$ cat src/rtl/utx_pkg.sv
package utx_pkg;

    localparam int UTX_MAX_BITS = 8;

    typedef enum logic [2:0] {
        PM_NONE,
        PM_ODD,
        PM_EVEN,
        PM_ONE,
        PM_ZERO
    } par_mode_e;

    typedef enum logic [1:0] {
        SB_ONE,
        SB_ONE_HALF,
        SB_TWO
    } stop_len_e;

    typedef enum logic [2:0] {
        TS_IDLE,
        TS_START,
        TS_DATA,
        TS_PAR,
        TS_STOP
    } tx_state_e;

    typedef struct packed {
        logic [2:0] last_bit;
        par_mode_e  par;
        stop_len_e  stop;
    } frame_fmt_t;

    function automatic logic par_bit(
        input logic [UTX_MAX_BITS-1:0] d,
        input logic [2:0]              last_bit,
        input par_mode_e               mode
    );
        logic ones;
        ones = 1'b0;
        for (int i = 0; i < UTX_MAX_BITS; i++) begin
            if (i <= int'(last_bit)) begin
                ones = ones ^ d[i];
            end
        end
        case (mode)
            PM_ODD:  return ~ones;
            PM_EVEN: return ones;
            PM_ONE:  return 1'b1;
            default: return 1'b0;
        endcase
    endfunction

endpackage

$ cat src/rtl/utx_fmt_dec.sv
module utx_fmt_dec
    import utx_pkg::*;
(
    input  logic [5:0] cfg,
    output frame_fmt_t fmt
);

    always_comb begin
        fmt.last_bit = 3'd4 + {1'b0, cfg[1:0]};

        if (!cfg[3]) begin
            fmt.par = PM_NONE;
        end else if (cfg[5]) begin
            fmt.par = cfg[4] ? PM_ZERO : PM_ONE;
        end else begin
            fmt.par = cfg[4] ? PM_EVEN : PM_ODD;
        end

        if (!cfg[2]) begin
            fmt.stop = SB_ONE;
        end else if (cfg[1:0] == 2'b00) begin
            fmt.stop = SB_ONE_HALF;
        end else begin
            fmt.stop = SB_TWO;
        end
    end

endmodule

$ cat src/rtl/utx_hold.sv
module utx_hold
    import utx_pkg::*;
(
    input  logic                    clk,
    input  logic                    rst,
    input  logic                    wr_en,
    input  logic [UTX_MAX_BITS-1:0] wr_data,
    input  logic                    take,
    output logic [UTX_MAX_BITS-1:0] hold_data,
    output logic                    hold_full
);

    always_ff @(posedge clk) begin
        if (rst) begin
            hold_data <= '0;
            hold_full <= 1'b0;
        end else if (wr_en) begin
            hold_data <= wr_data;
            hold_full <= 1'b1;
        end else if (take) begin
            hold_full <= 1'b0;
        end
    end

    // the shifter only takes a byte that is actually waiting
    a_r9_take_needs_byte: assert property (@(posedge clk) disable iff (rst)
        take |-> hold_full);

    // a write always leaves the holding register full
    a_r9_write_fills: assert property (@(posedge clk) disable iff (rst)
        wr_en |=> hold_full);

endmodule

$ cat src/rtl/utx_shifter.sv
module utx_shifter
    import utx_pkg::*;
#(
    parameter int OSR = 16
) (
    input  logic                    clk,
    input  logic                    rst,
    input  logic                    tick,
    input  logic                    hold_full,
    input  logic [UTX_MAX_BITS-1:0] hold_data,
    input  frame_fmt_t              fmt_in,
    output logic                    take,
    output logic                    ser_out,
    output logic                    busy
);

    localparam int CNT_W = $clog2(2 * OSR);
    localparam logic [CNT_W-1:0] BIT_LAST    = CNT_W'(OSR - 1);
    localparam logic [CNT_W-1:0] STOP15_LAST = CNT_W'(OSR + OSR / 2 - 1);
    localparam logic [CNT_W-1:0] STOP2_LAST  = CNT_W'(2 * OSR - 1);

    tx_state_e               state;
    logic [CNT_W-1:0]        cnt;
    logic [2:0]              idx;
    logic [UTX_MAX_BITS-1:0] shreg;
    frame_fmt_t              fmt_q;
    logic                    par_q;

    logic [CNT_W-1:0] lim;
    logic             bit_done;
    logic             frame_end;

    always_comb begin
        lim = BIT_LAST;
        if (state == TS_STOP) begin
            case (fmt_q.stop)
                SB_ONE_HALF: lim = STOP15_LAST;
                SB_TWO:      lim = STOP2_LAST;
                default:     lim = BIT_LAST;
            endcase
        end
    end

    assign bit_done  = tick && (cnt == lim);
    assign frame_end = (state == TS_STOP) && bit_done;
    assign take      = hold_full && ((state == TS_IDLE) || frame_end);
    assign busy      = (state != TS_IDLE);

    always_ff @(posedge clk) begin
        if (rst) begin
            state <= TS_IDLE;
            cnt   <= '0;
            idx   <= '0;
            shreg <= '0;
            fmt_q <= '{last_bit: 3'd7, par: PM_NONE, stop: SB_ONE};
            par_q <= 1'b0;
        end else if (take) begin
            state <= TS_START;
            cnt   <= '0;
            idx   <= '0;
            shreg <= hold_data;
            fmt_q <= fmt_in;
            par_q <= par_bit(hold_data, fmt_in.last_bit, fmt_in.par);
        end else if ((state != TS_IDLE) && tick) begin
            if (cnt == lim) begin
                cnt <= '0;
                case (state)
                    TS_START: state <= TS_DATA;
                    TS_DATA: begin
                        shreg <= shreg >> 1;
                        if (idx == fmt_q.last_bit) begin
                            state <= (fmt_q.par != PM_NONE) ? TS_PAR : TS_STOP;
                        end else begin
                            idx <= idx + 3'd1;
                        end
                    end
                    TS_PAR:  state <= TS_STOP;
                    default: state <= TS_IDLE;
                endcase
            end else begin
                cnt <= cnt + 1'b1;
            end
        end
    end

    always_comb begin
        case (state)
            TS_START: ser_out = 1'b0;
            TS_DATA:  ser_out = shreg[0];
            TS_PAR:   ser_out = par_q;
            default:  ser_out = 1'b1;
        endcase
    end

    // outside the stop time no bit runs past its tick budget
    a_r2_bit_budget: assert property (@(posedge clk) disable iff (rst)
        (state != TS_STOP) |-> (cnt <= BIT_LAST));

    // a waiting byte starts with a start bit right after the stop time
    a_r11_no_gap: assert property (@(posedge clk) disable iff (rst)
        (frame_end && hold_full) |=> ((state == TS_START) && !ser_out));

endmodule

$ cat src/rtl/serial_frame_tx.sv
module serial_frame_tx
    import utx_pkg::*;
#(
    parameter int OSR = 16
) (
    input  logic       clk,
    input  logic       rst,
    input  logic       baud_tick,
    input  logic       wr_en,
    input  logic [7:0] wr_data,
    input  logic [6:0] frame_cfg,
    output logic       txd,
    output logic       hold_empty,
    output logic       tx_empty
);

    frame_fmt_t              fmt_dec;
    logic                    take;
    logic [UTX_MAX_BITS-1:0] hold_data;
    logic                    hold_full;
    logic                    ser_out;
    logic                    busy;

    utx_fmt_dec u_dec (
        .cfg (frame_cfg[5:0]),
        .fmt (fmt_dec)
    );

    utx_hold u_hold (
        .clk       (clk),
        .rst       (rst),
        .wr_en     (wr_en),
        .wr_data   (wr_data),
        .take      (take),
        .hold_data (hold_data),
        .hold_full (hold_full)
    );

    utx_shifter #(.OSR(OSR)) u_shift (
        .clk       (clk),
        .rst       (rst),
        .tick      (baud_tick),
        .hold_full (hold_full),
        .hold_data (hold_data),
        .fmt_in    (fmt_dec),
        .take      (take),
        .ser_out   (ser_out),
        .busy      (busy)
    );

    assign txd        = frame_cfg[6] ? 1'b0 : ser_out;
    assign hold_empty = !hold_full;
    assign tx_empty   = !hold_full && !busy;

    // a silent transmitter holds the line at mark
    a_r1_idle_mark: assert property (@(posedge clk) disable iff (rst)
        (tx_empty && !frame_cfg[6]) |-> txd);

    // break forces space
    a_r8_break_space: assert property (@(posedge clk) disable iff (rst)
        frame_cfg[6] |-> !txd);

    // fully empty implies the holding register is empty
    a_r10_empty_order: assert property (@(posedge clk) disable iff (rst)
        tx_empty |-> hold_empty);

    // the cycle after a write the holding register reports full
    a_r9_write_flag: assert property (@(posedge clk) disable iff (rst)
        wr_en |=> !hold_empty);

endmodule

$ cat config.mk
export PLATFORM = sky130hd
export DESIGN_NAME = serial_frame_tx
export DESIGN_NICKNAME = d
export VERILOG_FILES = /design/src/rtl/utx_pkg.sv /design/src/rtl/utx_fmt_dec.sv /design/src/rtl/utx_hold.sv /design/src/rtl/utx_shifter.sv /design/src/rtl/serial_frame_tx.sv
export SDC_FILE = /design/constraint.sdc
export NUM_CORES = 1
export LEC_CHECK = 0
export BUFFER_PORTS_ARGS = -buffer_cell sky130_fd_sc_hd__buf_2
export CAP_MARGIN = 25
export CORE_UTILIZATION = 23
export DETAILED_ROUTE_END_ITERATION = 10
export GPL_ROUTABILITY_DRIVEN = 0
export GPL_TIMING_DRIVEN = 0
export PLACE_DENSITY_LB_ADDON = 0.12
export SLEW_MARGIN = 30
export SYNTH_ARGS = -nofsm -noshare
export SYNTH_HDL_FRONTEND = slang
export SYNTH_SLANG_ARGS = --single-unit
export TNS_END_PERCENT = 1
$ cat constraint.sdc
create_clock -name clk -period 5.76 [get_ports clk]
set_clock_uncertainty 0.05 [all_clocks]
set_input_delay 0.288 -clock clk [delete_from_list [all_inputs] [get_ports clk]]
set_output_delay 0.288 -clock clk [all_outputs]
set_load 0.01 [all_outputs]
==> results of run 1 <==
## worst paths after layout
path | end | from | cells past startpoint | slack [ns]
min reg2reg | u_shift.fmt_q[0] | u_shift.fmt_q[0] | 2 | 0.41
max | u_shift.state[0] | u_shift.fmt_q[1] | 7 | 3.42
min | u_hold.hold_data[7] | wr_data[7] | 3 | 0.18
max reg2reg | u_shift.state[0] | u_shift.fmt_q[1] | 7 | 3.42
## cell type report
| class | instances | share of cell area |
|---|---|---|
| Inverter | 7 | 0.0120 |
| Clock inverter | 3 | 0.00856 |
| Clock buffer | 5 | 0.0314 |
| Sequential cell | 36 | 0.329 |
| Multi-Input combinational cell | 152 | 0.488 |
| Timing Repair Buffer | 19 | 0.0434 |
| Buffer | 9 | 0.0297 |
| Tap cell | 102 | 0.0582 |
## placed cells by master (no fill, tap or decap), types with 5 or more instances in the layout
cell type  count
dfxtp_1       36
a21oi_1       21
nor2_1        20
buf_2         20
nand2_1       18
mux2i_1       16
nand3_1       14
o21ai_0        9
xnor2_1        8
inv_1          7
clkbuf_8       5
## sequential cells by signal, summed over array words and instances (netlist names)
register,count
u_hold.hold_data,8
u_hold.hold_full,1
u_shift.cnt,5
u_shift.fmt_q,7
u_shift.idx,3
u_shift.par_q,1
u_shift.shreg,8
u_shift.state,3
## kinds of logic after synthesis
logic type,Yosys count,synth area share
adder cells (fa/ha/maj),4,0.0266
AO/OA/AOI/OAI,42,0.148
buffers and inverters,16,0.0485
XOR/XNOR,15,0.0950
AND/OR/NAND/NOR,75,0.214
flip-flops,36,0.383
multiplexers,16,0.0850
## metrics by stage
step | cell area [um^2] | total power [mW] | hold slack (ns)
after floorplan | 1880 | 0.321 | 0.362
after global placement | 2110 | 0.344 | 0.394
after detailed placement | 2110 | 0.344 | 0.401
after CTS | 2190 | 0.530 | 0.166
after global routing | 2190 | 0.550 | 0.184
final | 2190 | 0.519 | 0.176
## per-layer routing
layer  vias up  GRT usage
li1        769          -
met1       664      0.158
met2        28      0.165
met3         5     0.0271
met4         0     0.0430
met5         -          0
## where the power goes
group	total [mW]	internal, mW	switching [mW]
sequential	0.268	0.260	0.00865
clock	0.182	0.0844	0.0973
combinational	0.0687	0.0327	0.0360
total	0.519	0.377	0.142
## worst min-delay path, cell delays in order
cell,delay [ns]
buf_2,0.07
mux2i_1,0.05
nor2_1,0.07
==> flow_summary.ini, run 1 <==
[synthesis]
synth-main-ff-cell = dfxtp_1
synth-async-reset-ratio = 0
synth_area_leaders = dfxtp_1 (38%), mux2i_1 (8.5%), a21oi_1 (5.6%)
synth_commonest_cells = dfxtp_1 (36), a21oi_1 (21), nor2_1 (20)
synth_most_common_cell = dfxtp_1
yosys.area.top_type_share = 0.383
synthesis.nets = 227
synth.avg_cell_area_um2 = 9.23
ys_ff_latch = 36
ys_warn_count = 0
synthCells = 204
synth.distinct_cells = 39
ys_seq_area_frac = 0.383
synth_area_mm2 = 0.00188
synth_top_area_cell = dfxtp_1
synth-edff-count = 0

[worst_setup_path]
crit_type = reg2reg
cp.arrival_ns = 2.51
path_cells = inv_1, ha_1, nor4b_4, xnor2_1, o2111ai_2, or3_1, a31oi_1
cp_data_required_time_ns = 5.92
worstSetupStartpointType = flop
path_buf_inv = 1
end_kind = flop
crit_family = simple AND/OR/NAND/NOR gates
worst-path-max-fanout = 6
cpMaxStageDelayCell = or3_1
critPathMaxStageDelay_ns = 0.41

[cts]
insertion_delay_ns = 0.29
cts_resized = 0
numCtsBuffers = 5
clockBufferDepth = 2
cts_tree = yes
cts_hold_buffers = 0
clk_pin_slew_ns = 0.08
cts.htree.levels = 2
cts_setup_buffers = 0
cts_sinks = 36
clockRootBuffer = clkbuf_8

[grt]
grt_pass1_vias = 1442
grt_antenna_before_repair = 0
grt_max_degree = 13
gr-total-overflow = 0
grtUsageTotal = 0.113
grt_pass1_wl_um = 7390

[final_layout]
area_delta_synth_final_pct = 16.5
nNetsFinal = 253
num_antenna_cells = 0
n_fill_cell = 853
regArea_um2 = 721
final_layout_size_suffix_gt1_frac = 0.199
instances_no_fill = 333
fin_util = 0.281
multi_input_area_mm2 = 0.00107

[routing]
maxUsedRoutingLayer = met4
drc_errors = 0
num_vias = 1466
met1_length_um = 2320
met2_length_um = 1790
first_pass_iters = 4
routed_wl_um = 4320
routedWlPerCell_um = 13.0
viasPerCell = 4.40
drtIter0Drc = 44
antenna_left = 0
met3_length_um = 160

[floorplan]
coreArea_mm2 = 0.00781
die_h_um = 92.5
start_util = 0.241
ios = 22
die-area_mm2 = 0.00855
die_w_um = 92.5
row_count = 32

[job]
drv_cap = 0

[place]
place_hpwl_um = 3250
post-place-ws_ns = 3.40
dp_cells = 325
port_buffers = 19

[sta]
finalSetupViolCount = 0
fin_setup_tns_ns = 0
rsz0062_at_grt = no
timing.final.ws_setup_ns = 3.42
period_minus_slack_ns = 2.34
timing_hold_violations_final = 0
relSlewSlack = 0.562
drv_slew = 0
post-route-period-util = 0.407
worst_pin_slew_ns = 0.657
fmax_mhz = 427

[worst_hold_path]
holdCritPathClass = in2reg

[power]
p_leak_nw = 0.803
ir_worst_vdd_uv = 83.8
power_density_mw_per_mm2 = 236

[outcome]
status = complete, no violations
Note: power is estimated with default switching activity, not from simulation.
==> run 2, diff against run 1 <==
ABC_AREA = 1   (was default)
clock period = 2 ns   (was 5.76 ns; I/O delays follow)
==> flow_summary.ini, run 2 <==
[outcome]
status = complete, no violations

[sta]
worst_pin_slew_ns = 0.581
relSlewSlack = 0.613
fin_setup_tns_ns = 0
post-route-period-util = 0.906
timing_hold_violations_final = 0
fmax_mhz = 552
drv_slew = 0
rsz0062_at_grt = no
period_minus_slack_ns = 1.81
finalSetupViolCount = 0

[floorplan]
die_w_um = 94.9
coreArea_mm2 = 0.00830
start_util = 0.239
row_count = 33
die-area_mm2 = 0.00900
die_h_um = 94.9
ios = 22

[final_layout]
num_antenna_cells = 0
reg_top3 = u_hold.hold_data x8, u_shift.shreg x8, u_shift.fmt_q x7
final_cell_mix = nand2_1 (63), inv_1 (43), dfxtp_1 (36)
nNetsFinal = 324
area_delta_synth_final_pct = 16.5
final_common_cell = nand2_1
final_layout_size_suffix_gt1_frac = 0.189
fin_area_mm2 = 0.00231

[synthesis]
synth-async-reset-ratio = 0
synth_compound_area_frac = 0.138
ys_ff_latch = 36
synthCells = 273
synth_top_family_by_area = simple AND/OR/NAND/NOR gates
synthSimpleGateAreaFrac = 0.346
muxShareOfSynthArea = 0
yosys.area.top_type_share = 0.363
synth_top_area_cell = dfxtp_1
synthesis.nets = 296
synth-edff-count = 0
synth_commonest_cells = nand2_1 (63), inv_1 (43), dfxtp_1 (36)
ys_warn_count = 0
synth_fa_ha_area_frac = 0.0252
synth_most_common_cell = nand2_1
synth.distinct_cells = 33
synth.avg_cell_area_um2 = 7.26
ys_seq_area_frac = 0.363
synth-main-ff-cell = dfxtp_1
synth_area_leaders = dfxtp_1 (36%), nand2_1 (12%), inv_1 (8.1%)
synth_xor_area_frac = 0.0132
synth_area_mm2 = 0.00198

[routing]
routed_wl_um = 4630
drc_errors = 0
num_vias = 1728
viasPerCell = 4.25
first_pass_iters = 4
routedWlPerCell_um = 11.4
drtIter0Drc = 84
antenna_left = 0

[place]
port_buffers = 21
placed_area_mm2 = 0.00222
place_hpwl_um = 3520

[power]
power_density_mw_per_mm2 = 660
ir_worst_vdd_uv = 221
p_leak_nw = 1.07

[worst_setup_path]
ff2ff_path_depth = 10
worstSetupStartpointType = flop
crit_type = reg2reg
cp-endpoint = u_shift.state[0]
worst_r2r_endpoint = u_shift.state[0]
cp_data_required_time_ns = 2.10
end_kind = flop
worst-path-max-fanout = 8
cp-startpoint = u_shift.fmt_q[1]
cp.arrival_ns = 1.91
rr_startpoint = u_shift.fmt_q[1]
r2r_slack_ns = 0.19

[cts]
cts_hold_buffers = 0
clk_pin_slew_ns = 0.08
cts.htree.levels = 2
numCtsBuffers = 5
cts_tree = yes
clockRootBuffer = clkbuf_8
insertion_delay_ns = 0.29
cts_sinks = 36
cts_setup_buffers = 0
cts_resized = 0
clockBufferDepth = 2

[job]
drv_cap = 0

[worst_hold_path]
holdCritPathClass = in2reg
hold_path_depth = 3

[grt]
grtUsageTotal = 0.113
grt_max_degree = 11
gr-total-overflow = 0
grt_pass1_wl_um = 7730
grt_antenna_before_repair = 0
grt_pass1_vias = 1559
run 2: worst min-delay path by stage:
stage	start	endpoint	slack, ns
global placement	wr_data[6]	u_hold.hold_data[6]	0.33
finish	wr_data[7]	u_hold.hold_data[7]	0.04
floorplan	frame_cfg[6]	txd	0.20
CTS	wr_data[6]	u_hold.hold_data[6]	0.04
global route	wr_data[6]	u_hold.hold_data[6]	0.04
detailed placement	wr_data[6]	u_hold.hold_data[6]	0.34
run 2: final cells by class:
class	instances	area (um^2)
Sequential cell	36	721
Inverter	44	168
Multi-Input combinational cell	187	1040
Timing Repair Buffer	21	105
Clock buffer	8	90.1
Buffer	6	58.8
Fill cell	929	5990
Tap cell	105	131
run 2: through the flow:
step	util	hold slack, ns	power (mW)	setup slack (ns)	instances
6_report	0.278	0.0388	1.53	0.188	407
5_1_grt	0.278	0.0420	1.62	0.0524	407
4_1_cts	0.278	0.0383	1.55	0.178	407
3_5_place_dp	0.267	0.343	0.999	0.206	399
3_3_place_gp	0.267	0.335	0.999	0.208	399
2_1_floorplan	-	0.200	0.932	0.401	273
run 2: where the power goes:
group          internal (mW)  total (mW)  switching, mW
clock network          0.281       0.546          0.265
registers              0.748       0.771         0.0223
logic                 0.0794       0.209          0.130
total                   1.11        1.53          0.417
run 2: cell families (layout without fill, tap and decap cells):
group,Yosys count,in the layout
flip-flops,36,36
adder cells (fa/ha/maj),4,4
XOR/XNOR,3,3
AND/OR/NAND/NOR,132,132
buffers and inverters,50,79
AO/OA/AOI/OAI,48,48
run 2: worst max-delay path, stage by stage, from the launching register on:
cell	delay, ns
dfxtp_1	0.31
inv_1	0.05
ha_1	0.27
inv_1	0.07
nand4_1	0.11
nand2_2	0.10
and2_4	0.15
buf_12	0.13
nand3_4	0.09
o21ai_0	0.25
a21oi_1	0.09
run 2: metal layers:
metal	share of wire	GRT usage	routed length (um)
met5	0	0	0
met4	0.0065	0.0341	30
met3	0.035	0.0274	163
met2	0.42	0.160	1950
met1	0.54	0.165	2490
==> run 3, diff against run 2 <==
RECOVER_POWER = 100   (was default)
==> flow_summary.ini, run 3 (synthesized netlist as in run 2, its figures left out) <==
[floorplan]
coreArea_mm2 = 0.00830
die_w_um = 94.9
die-area_mm2 = 0.00900
ios = 22
row_count = 33
die_h_um = 94.9
start_util = 0.239

[worst_hold_path]
holdCritPathClass = in2reg
hold_path_depth = 3

[grt]
gr-total-overflow = 0
grt_pass1_wl_um = 7730
grt_antenna_before_repair = 0
grt_pass1_vias = 1559
grtUsageTotal = 0.113
grt_max_degree = 11

[sta]
post-route-period-util = 0.938
period_minus_slack_ns = 1.88
relSlewSlack = 0.613
drv_slew = 0
worst_pin_slew_ns = 0.581
timing.final.ws_setup_ns = 0.125
finalSetupViolCount = 0
timing_hold_violations_final = 0
fin_setup_tns_ns = 0
fmax_mhz = 533
rsz0062_at_grt = no

[cts]
clockRootBuffer = clkbuf_8
cts_hold_buffers = 0
numCtsBuffers = 5
cts_setup_buffers = 0
cts.htree.levels = 2
cts_sinks = 36
clockBufferDepth = 2
clk_pin_slew_ns = 0.08
insertion_delay_ns = 0.29
cts_resized = 0
cts_tree = yes

[place]
port_buffers = 21
place_hpwl_um = 3520
post-place-ws_ns = 0.206

[worst_setup_path]
critPathMaxStageDelay_ns = 0.31
worst-path-max-fanout = 8
cp_data_required_time_ns = 2.10
cp.arrival_ns = 1.98
path_cells = inv_1, ha_1, inv_1, nand4_1, nand2_2, and2_4, buf_4, nand3_4, o21ai_0, a21oi_1
worstSetupStartpointType = flop
cp_common_cell = inv_1
cpMaxStageDelayCell = dfxtp_1
end_kind = flop
ff2ff_path_depth = 10
crit_type = reg2reg

[final_layout]
area_delta_synth_final_pct = 14.9
reg_top3 = u_hold.hold_data x8, u_shift.shreg x8, u_shift.fmt_q x7
final_common_cell = nand2_1
n_fill_cell = 932
final_cell_mix = nand2_1 (64), inv_1 (43), dfxtp_1 (36)
num_antenna_cells = 0
final_layout_size_suffix_gt1_frac = 0.169
nNetsFinal = 324
fin_util = 0.275

[power]
clkPwrFrac = 0.360
swShare = 0.274
p_total_mw = 1.52
combPwrFrac = 0.134
ir_worst_vdd_uv = 222
seqPwrFrac = 0.506
intPower_mw = 1.11
power_switching_uw = 417
p_leak_nw = 1.06
power_density_mw_per_mm2 = 669

[routing]
drc_errors = 0
routedWlPerCell_um = 11.4
first_pass_iters = 4
viasPerCell = 4.24
drtIter0Drc = 71
antenna_left = 0
routed_wl_um = 4640
num_vias = 1726

[outcome]
status = complete, no violations

[job]
drv_cap = 0
[run 3: worst paths after layout]
kind                                  startpoint                   to  slack (ns)
worst max-delay path            u_shift.fmt_q[1]     u_shift.state[0]        0.12
worst min-delay path                  wr_data[7]  u_hold.hold_data[7]        0.04
worst max register to register  u_shift.fmt_q[1]     u_shift.state[0]        0.12
worst min register to register     u_shift.par_q        u_shift.par_q        0.40
[run 3: per-layer routing]
metal / wire length (um) / vias to the layer above / share of wire / track usage
met5: 0 / - / 0 / 0
met4: 46 / 0 / 0.0099 / 0.0341
met3: 155 / 4 / 0.033 / 0.0274
met2: 1940 / 33 / 0.42 / 0.160
met1: 2490 / 757 / 0.54 / 0.165
li1: - / 932 / - / -
[run 3: layout make-up]
class	instances	area [um^2]	share of cell area
Multi-Input combinational cell	187	1020	0.448
Sequential cell	36	721	0.316
Inverter	44	168	0.0736
Tap cell	105	131	0.0577
Timing Repair Buffer	21	103	0.0450
Clock buffer	8	90.1	0.0395
Buffer	6	46.3	0.0203
[run 3: stage by stage]
stage                     cells  area [um^2]  hold slack (ns)
after global routing        407         2280           0.0420
after floorplan             273         1980            0.200
after global placement      399         2220            0.335
after detailed placement    399         2220            0.343
after CTS                   407         2310           0.0383
final                       407         2280           0.0378
[run 3: power groups by stage]
stage	Combinational, mW	Sequential, mW	Clock, mW
floorplan	0.150	0.782	0
global placement	0.212	0.787	0
detailed placement	0.212	0.787	0
CTS	0.213	0.770	0.567
global route	0.232	0.775	0.608
finish	0.204	0.771	0.549
[run 3: worst max-delay path: cells and delay by family, from the launching register on]
kind                     cells  cell delay, ns
flip-flops                   1            0.31
buffers and inverters        3            0.30
AO/OA/AOI/OAI                2            0.34
adder cells (fa/ha/maj)      1            0.27
AND/OR/NAND/NOR              4            0.45
